$ cat src/rtl/nbi_pkg.sv
package nbi_pkg;
    localparam int NIB_W = 4;
    localparam int SEL_W = 3;
    localparam logic [NIB_W-1:0] ACK_OK  = 4'hA;
    localparam logic [NIB_W-1:0] ACK_BAD = 4'h5;

    typedef enum logic [2:0] {
        S_OFF,
        S_STATUS,
        S_CMD,
        S_WDATA,
        S_ACK,
        S_RDATA,
        S_DONE
    } seq_state_e;
endpackage

$ cat src/rtl/nbi_sync.sv
module nbi_sync #(
    parameter int             W       = 2,
    parameter logic [W-1:0]   RST_VAL = '1
) (
    input  logic         clk,
    input  logic         rst_n,
    input  logic [W-1:0] d_in,
    output logic [W-1:0] lvl,
    output logic [W-1:0] rise,
    output logic [W-1:0] fall
);
    typedef struct packed {
        logic [W-1:0] s1;
        logic [W-1:0] s2;
        logic [W-1:0] s3;
    } sync_t;

    sync_t q, d;

    always_comb begin
        d    = q;
        d.s1 = d_in;
        d.s2 = q.s1;
        d.s3 = q.s2;
    end

    always_ff @(posedge clk or negedge rst_n) begin
        if (!rst_n) q <= '{s1: RST_VAL, s2: RST_VAL, s3: RST_VAL};
        else        q <= d;
    end

    assign lvl  = q.s2;
    assign rise = q.s2 & ~q.s3;
    assign fall = ~q.s2 & q.s3;
endmodule

$ cat src/rtl/nbi_regbank.sv
module nbi_regbank #(
    parameter int NUM_REGS = 6,
    parameter int REG_W    = 8
) (
    input  logic                      clk,
    input  logic                      rst_n,
    input  logic                      wr_en,
    input  logic [2:0]                wr_addr,
    input  logic [REG_W-1:0]          wr_data,
    output logic [NUM_REGS*REG_W-1:0] regs_o
);
    for (genvar i = 0; i < NUM_REGS; i++) begin : g_reg
        logic [REG_W-1:0] r_d, r_q;

        always_comb begin
            r_d = r_q;
            if (wr_en && wr_addr == 3'(i)) r_d = wr_data;
        end

        always_ff @(posedge clk or negedge rst_n) begin
            if (!rst_n) r_q <= '0;
            else        r_q <= r_d;
        end

        assign regs_o[i*REG_W +: REG_W] = r_q;
    end
endmodule

$ cat src/rtl/nbi_rdmux.sv
module nbi_rdmux #(
    parameter int NUM_STAT  = 8,
    parameter int STAT_NIBS = 2,
    localparam int STAT_W   = STAT_NIBS * 4
) (
    input  logic [NUM_STAT*STAT_W-1:0] stat_words,
    input  logic [2:0]                 sel,
    output logic [STAT_W-1:0]          word,
    output logic [3:0]                 par
);
    always_comb begin
        word = '0;
        for (int i = 0; i < NUM_STAT; i++) begin
            if (sel == 3'(i)) word = stat_words[i*STAT_W +: STAT_W];
        end
        par = '0;
        for (int k = 0; k < STAT_NIBS; k++) begin
            par = par ^ word[k*4 +: 4];
        end
    end
endmodule

$ cat src/rtl/nbi_seq.sv
module nbi_seq
    import nbi_pkg::*;
#(
    parameter int NUM_REGS  = 6,
    parameter int REG_NIBS  = 2,
    parameter int STAT_NIBS = 2,
    localparam int REG_W    = REG_NIBS * NIB_W,
    localparam int STAT_W   = STAT_NIBS * NIB_W,
    localparam int MAXN     = (REG_NIBS > STAT_NIBS) ? REG_NIBS : STAT_NIBS,
    localparam int CNT_W    = $clog2(MAXN + 2)
) (
    input  logic              clk,
    input  logic              rst_n,
    input  logic              ce_hi,
    input  logic              ce_fall,
    input  logic              x_rise,
    input  logic              x_fall,
    input  logic [NIB_W-1:0]  bus_in,
    input  logic [NIB_W-1:0]  dev_status,
    input  logic [STAT_W-1:0] rd_word,
    input  logic [NIB_W-1:0]  rd_par,
    output logic [SEL_W-1:0]  rd_sel,
    output logic              wr_en,
    output logic [SEL_W-1:0]  wr_addr,
    output logic [REG_W-1:0]  wr_data,
    output logic              drv_en,
    output logic [NIB_W-1:0]  drv_val
);
    typedef struct packed {
        seq_state_e        st;
        logic [CNT_W-1:0]  cnt;
        logic [SEL_W-1:0]  addr;
        logic [REG_W-1:0]  wbuf;
        logic [STAT_W-1:0] rbuf;
        logic [NIB_W-1:0]  par;
        logic              drv_en;
        logic [NIB_W-1:0]  drv_val;
        logic              wr_en;
    } seq_t;

    seq_t q, d;
    logic legal;

    assign legal  = int'(q.addr) < NUM_REGS;
    assign rd_sel = bus_in[SEL_W-1:0];

    always_comb begin
        d       = q;
        d.wr_en = 1'b0;
        if (ce_hi) begin
            d.st     = S_OFF;
            d.drv_en = 1'b0;
            d.cnt    = '0;
        end else if (ce_fall) begin
            d.st      = S_STATUS;
            d.drv_en  = 1'b1;
            d.drv_val = dev_status;
            d.cnt     = '0;
        end else begin
            case (q.st)
                S_STATUS: begin
                    if (x_fall) begin
                        d.st     = S_CMD;
                        d.drv_en = 1'b0;
                    end
                end
                S_CMD: begin
                    if (x_rise) begin
                        d.addr = bus_in[SEL_W-1:0];
                        d.cnt  = '0;
                        if (bus_in[NIB_W-1]) begin
                            d.st   = S_RDATA;
                            d.rbuf = rd_word;
                            d.par  = rd_par;
                        end else begin
                            d.st = S_WDATA;
                        end
                    end
                end
                S_WDATA: begin
                    if (x_rise) begin
                        d.wbuf = (q.wbuf << NIB_W) | REG_W'(bus_in);
                        if (q.cnt == CNT_W'(REG_NIBS - 1)) begin
                            d.st      = S_ACK;
                            d.drv_en  = 1'b1;
                            d.drv_val = legal ? ACK_OK : ACK_BAD;
                            d.wr_en   = legal;
                        end else begin
                            d.cnt = q.cnt + CNT_W'(1);
                        end
                    end
                end
                S_ACK: begin
                    if (x_fall) begin
                        d.st     = S_DONE;
                        d.drv_en = 1'b0;
                    end
                end
                S_RDATA: begin
                    if (x_fall) begin
                        if (q.cnt < CNT_W'(STAT_NIBS)) begin
                            d.drv_en  = 1'b1;
                            d.drv_val = q.rbuf[STAT_W-1 -: NIB_W];
                            d.rbuf    = q.rbuf << NIB_W;
                            d.cnt     = q.cnt + CNT_W'(1);
                        end else if (q.cnt == CNT_W'(STAT_NIBS)) begin
                            d.drv_en  = 1'b1;
                            d.drv_val = q.par;
                            d.cnt     = q.cnt + CNT_W'(1);
                        end else begin
                            d.st     = S_DONE;
                            d.drv_en = 1'b0;
                        end
                    end
                end
                default: ;
            endcase
        end
    end

    always_ff @(posedge clk or negedge rst_n) begin
        if (!rst_n) q <= '{st: S_OFF, default: '0};
        else        q <= d;
    end

    assign wr_en   = q.wr_en;
    assign wr_addr = q.addr;
    assign wr_data = q.wbuf;
    assign drv_en  = q.drv_en;
    assign drv_val = q.drv_val;
endmodule

$ cat src/rtl/nibble_cmd_port.sv
module nibble_cmd_port
    import nbi_pkg::*;
#(
    parameter int NUM_REGS  = 6,
    parameter int REG_NIBS  = 2,
    parameter int NUM_STAT  = 8,
    parameter int STAT_NIBS = 2,
    localparam int REG_W    = REG_NIBS * NIB_W,
    localparam int STAT_W   = STAT_NIBS * NIB_W
) (
    input  logic                         clk,
    input  logic                         rst_n,
    input  logic                         ce_n,
    input  logic                         xfer_clk,
    input  logic [3:0]                   bus_in,
    output logic [3:0]                   bus_oe,
    input  logic [3:0]                   dev_status,
    input  logic [NUM_STAT*STAT_W-1:0]   stat_words,
    output logic [NUM_REGS*REG_W-1:0]    cfg_regs
);
    logic [1:0]        s_lvl, s_rise, s_fall;
    logic              ce_hi, ce_fall, x_rise, x_fall;
    logic [SEL_W-1:0]  rd_sel;
    logic [STAT_W-1:0] rd_word;
    logic [NIB_W-1:0]  rd_par;
    logic              wr_en;
    logic [SEL_W-1:0]  wr_addr;
    logic [REG_W-1:0]  wr_data;
    logic              drv_en;
    logic [NIB_W-1:0]  drv_val;

    nbi_sync #(.W(2), .RST_VAL(2'b11)) u_sync (
        .clk   (clk),
        .rst_n (rst_n),
        .d_in  ({ce_n, xfer_clk}),
        .lvl   (s_lvl),
        .rise  (s_rise),
        .fall  (s_fall)
    );

    assign ce_hi   = s_lvl[1];
    assign ce_fall = s_fall[1];
    assign x_rise  = s_rise[0];
    assign x_fall  = s_fall[0];

    nbi_rdmux #(.NUM_STAT(NUM_STAT), .STAT_NIBS(STAT_NIBS)) u_rdmux (
        .stat_words (stat_words),
        .sel        (rd_sel),
        .word       (rd_word),
        .par        (rd_par)
    );

    nbi_seq #(.NUM_REGS(NUM_REGS), .REG_NIBS(REG_NIBS), .STAT_NIBS(STAT_NIBS)) u_seq (
        .clk        (clk),
        .rst_n      (rst_n),
        .ce_hi      (ce_hi),
        .ce_fall    (ce_fall),
        .x_rise     (x_rise),
        .x_fall     (x_fall),
        .bus_in     (bus_in),
        .dev_status (dev_status),
        .rd_word    (rd_word),
        .rd_par     (rd_par),
        .rd_sel     (rd_sel),
        .wr_en      (wr_en),
        .wr_addr    (wr_addr),
        .wr_data    (wr_data),
        .drv_en     (drv_en),
        .drv_val    (drv_val)
    );

    nbi_regbank #(.NUM_REGS(NUM_REGS), .REG_W(REG_W)) u_regs (
        .clk     (clk),
        .rst_n   (rst_n),
        .wr_en   (wr_en),
        .wr_addr (wr_addr),
        .wr_data (wr_data),
        .regs_o  (cfg_regs)
    );

    assign bus_oe = drv_en ? ~drv_val : '0;
endmodule

$ cat config.mk
export PLATFORM = sky130hd
export DESIGN_NAME = nibble_cmd_port
export DESIGN_NICKNAME = d
export VERILOG_FILES = /design/src/rtl/nbi_pkg.sv /design/src/rtl/nbi_sync.sv /design/src/rtl/nbi_regbank.sv /design/src/rtl/nbi_rdmux.sv /design/src/rtl/nbi_seq.sv /design/src/rtl/nibble_cmd_port.sv
export SDC_FILE = /design/constraint.sdc
export NUM_CORES = 1
export LEC_CHECK = 0
export CORE_MARGIN = 3
export CORE_UTILIZATION = 40
export DETAILED_ROUTE_END_ITERATION = 10
export PLACE_DENSITY = 0.68
export RECOVER_POWER = 50
export SYNTH_ARGS = -nofsm -noshare
export SYNTH_HDL_FRONTEND = slang
export SYNTH_HIERARCHICAL = 1
export SYNTH_SLANG_ARGS = --single-unit
export TNS_END_PERCENT = 5
$ cat constraint.sdc
create_clock -name clk -period 4.5 [get_ports clk]
set_clock_uncertainty 0.15 [all_clocks]
set_input_delay 1.125 -clock clk [delete_from_list [all_inputs] [get_ports clk]]
set_output_delay 1.125 -clock clk [all_outputs]
set_load 0.03 [all_outputs]
==> summary.md <==
| Metric | Value |
|---|---|
| Dpl cells | 613 |
| Synthesized cell area | 4770 sq um |
| YS warnings | 6 |
| Max Cap Viol | 2 |
| Die H | 115 um |
| Residual DRC | 0 |
| Minimum clock period | 3320 ps |
| Starting density of the core | 0.414 |
| Clock Latency Late Sink | 330 ps |
| Cell-internal power | 1.35 mW |
| Psw | 424 uW |
| Share of cells above drive strength 1 | 0.245 |
| Final nets | 560 |
| Ant diodes | 0 |
| Worst Setup Start Kind | input port |
| CTS Buf Count | 9 |
| Cells after Synth | 378 |
| I/O Buffers | 127 |
| Pin count of the biggest net entering global routing | 89 |
| Final setup violating endpoints | 0 |
| Die X-Extent | 115 um |
| Pins Over Slew Limit | 98 |
| Worst slew pin tran | 2210 ps |
| Reg2Reg Depth | 2 |
| Gr usage total | 0.168 |
| Combinational Power Share | 0.129 |
| Flop pwr share | 0.480 |
| Final total power | 1.77 mW |
| Worst r2r dst | u_regs/g_reg[0].r_q[6]$_DFFE_PN0P_ |
| Setup crit end kind | flip-flop |
| Initial DRC count | 141 |
| Average wire per cell in the routed design | 17.1 um |
| Switching Share | 0.239 |
| Clock H-tree levels | 3 |
| First-pass iteration count of the detailed router | 4 |
| Failing checks | capacitance limit, slew limit |
| Fin. Hold Viols | 0 |
| Tcrit/Tclk final | 0.737 |
| RSZ-0062 raised after global routing | false |
| Fin worst setup slack | 1180 ps |
| Final Wtd Congestion | 0.865 |
| Syn-to-layout area delta | 30.4% |
| Worst Hold Class | reg -> reg |
| First-pass GRT wire length | 17.5 mm |
| Vias/cell | 5.27 |
| Dpl ws | 827 ps |
| TNS Setup | 0 ps |
| Power per cell area | 285 nW/um^2 |
| Crit-path max FO | 18 |
| Post-CTS resize count | 0 |
| Max frequency | 301 MHz |
| Reg clk slew, reported paths | 60 ps |
| Layout Cells excl Fill | 629 |
| Rows | 39 |
| Clock power share | 0.391 |
| DR vias | 3314 |
| Num ports | 128 |
| CTS tree | yes |
| Final core utilization | 0.540 |
| Crit path capture | u_seq/q[16]$_DFFE_PN0P_ |
| Antenna violations before repair | 0 |
| Avg Cell Area, Syn | 12.6 sq um |
| WP data required | 4570 ps |
| Total leakage power | 2.79 nW |
| Vias in the first global route | 3481 |
| Critical Path Start | bus_in[1] |
| R2R setup slack | 1510 ps |
| Status | finished with violations |
| R2R Path Start | u_seq/wr_addr[1]$_DFFE_PN0P_ |
| Post-DP HPWL | 7.99 mm |
| Routed WL | 10.8 mm |
| CTS Sinks | 88 |
| Area of the core | 11500 sq um |
| Slew Limit Headroom | -0.493 |
| WP data arrival | 3380 ps |
| Die area | 13300 sq um |
| CTS max path bufs | 2 |
| Post-route ant nets | 0 |
| CTS root buf | clkbuf_16 |
| Kind of critical path | in -> reg |
| Hold buffers post-CTS | 0 |
| Postcts setup bufs | 0 |
| Worst IR Drop VDD | 0.177 mV |
| Syn Nets | 457 |
| Grt ovf | 0 |
[sequential cells by signal (all words and copies together) (netlist names)]
| signal | cells |
|---|---|
| u_sync/lvl | 2 |
| u_seq/drv_en | 1 |
| u_seq/wr_data | 8 |
| u_sync/d | 2 |
| u_regs/g.r_q | 48 |
| u_sync/q | 2 |
| u_seq/wr_addr | 3 |
| u_seq/drv_val | 4 |
| u_seq/wr_en | 1 |
| u_seq/q | 17 |
[stage by stage]
step | hold WS (ps) | instance area [sq um]
floorplan | 195 | 4770
global placement | 201 | 5980
detailed placement | 201 | 5980
CTS | 213 | 6260
global route | 224 | 6220
finish | 217 | 6220
[area by class of cell]
class                           count  area [sq um]
Clock buffer                       11           243
Clock inverter                      5          38.8
Timing Repair Buffer              134          1310
Inverter                           14          52.6
Fill cell                         990          5290
Multi-Input combinational cell    234          2190
Sequential cell                    88          2210
Tap cell                          143           179
[worst min path at each step]
stage                          startpoint                      end  cells after the start
floorplan           u_sync/d[2]$_DFF_PN1_  u_sync/lvl[0]$_DFF_PN1_                      0
CTS                 u_sync/d[3]$_DFF_PN1_  u_sync/lvl[1]$_DFF_PN1_                      0
global placement    u_sync/d[2]$_DFF_PN1_  u_sync/lvl[0]$_DFF_PN1_                      0
global route        u_sync/d[2]$_DFF_PN1_  u_sync/lvl[0]$_DFF_PN1_                      0
finish              u_sync/d[3]$_DFF_PN1_  u_sync/lvl[1]$_DFF_PN1_                      0
detailed placement  u_sync/d[3]$_DFF_PN1_  u_sync/lvl[1]$_DFF_PN1_                      0
[routing by layer]
layer | vias to the layer above | GRT usage | routed length [um]
met1 | 1648 | 0.218 | 4650
met5 | - | 0 | 0
li1 | 1569 | - | -
met3 | 8 | 0.0347 | 528
met2 | 89 | 0.285 | 5480
met4 | 0 | 0.0485 | 106
[worst max-delay path: stages]
cell	delay, ps
clkdlybuf4s50_1	960
buf_4	290
mux4_2	300
mux2_4	290
nand3_1	80
o21ai_0	80
mux2_2	260
[layout by cell type (no fill, tap or decap), drive strengths merged, types with 9 or more instances in the layout]
cell and n:
nand2 18, mux2 77, a21oi 9, dfrtp 82
clkdlybuf4s50 124, mux4 10, mux2i 15, nor2 11
inv 16, clkbuf 15
[power by group through the flow]
stage | sequential, mW | combinational (mW) | clock [mW]
2_1_floorplan | 0.847 | 0.164 | 0
3_3_place_gp | 0.867 | 0.228 | 0
3_5_place_dp | 0.869 | 0.233 | 0
4_1_cts | 0.855 | 0.234 | 0.716
5_1_grt | 0.858 | 0.251 | 0.753
6_report | 0.852 | 0.229 | 0.694
(Power assumes the default switching activity.)
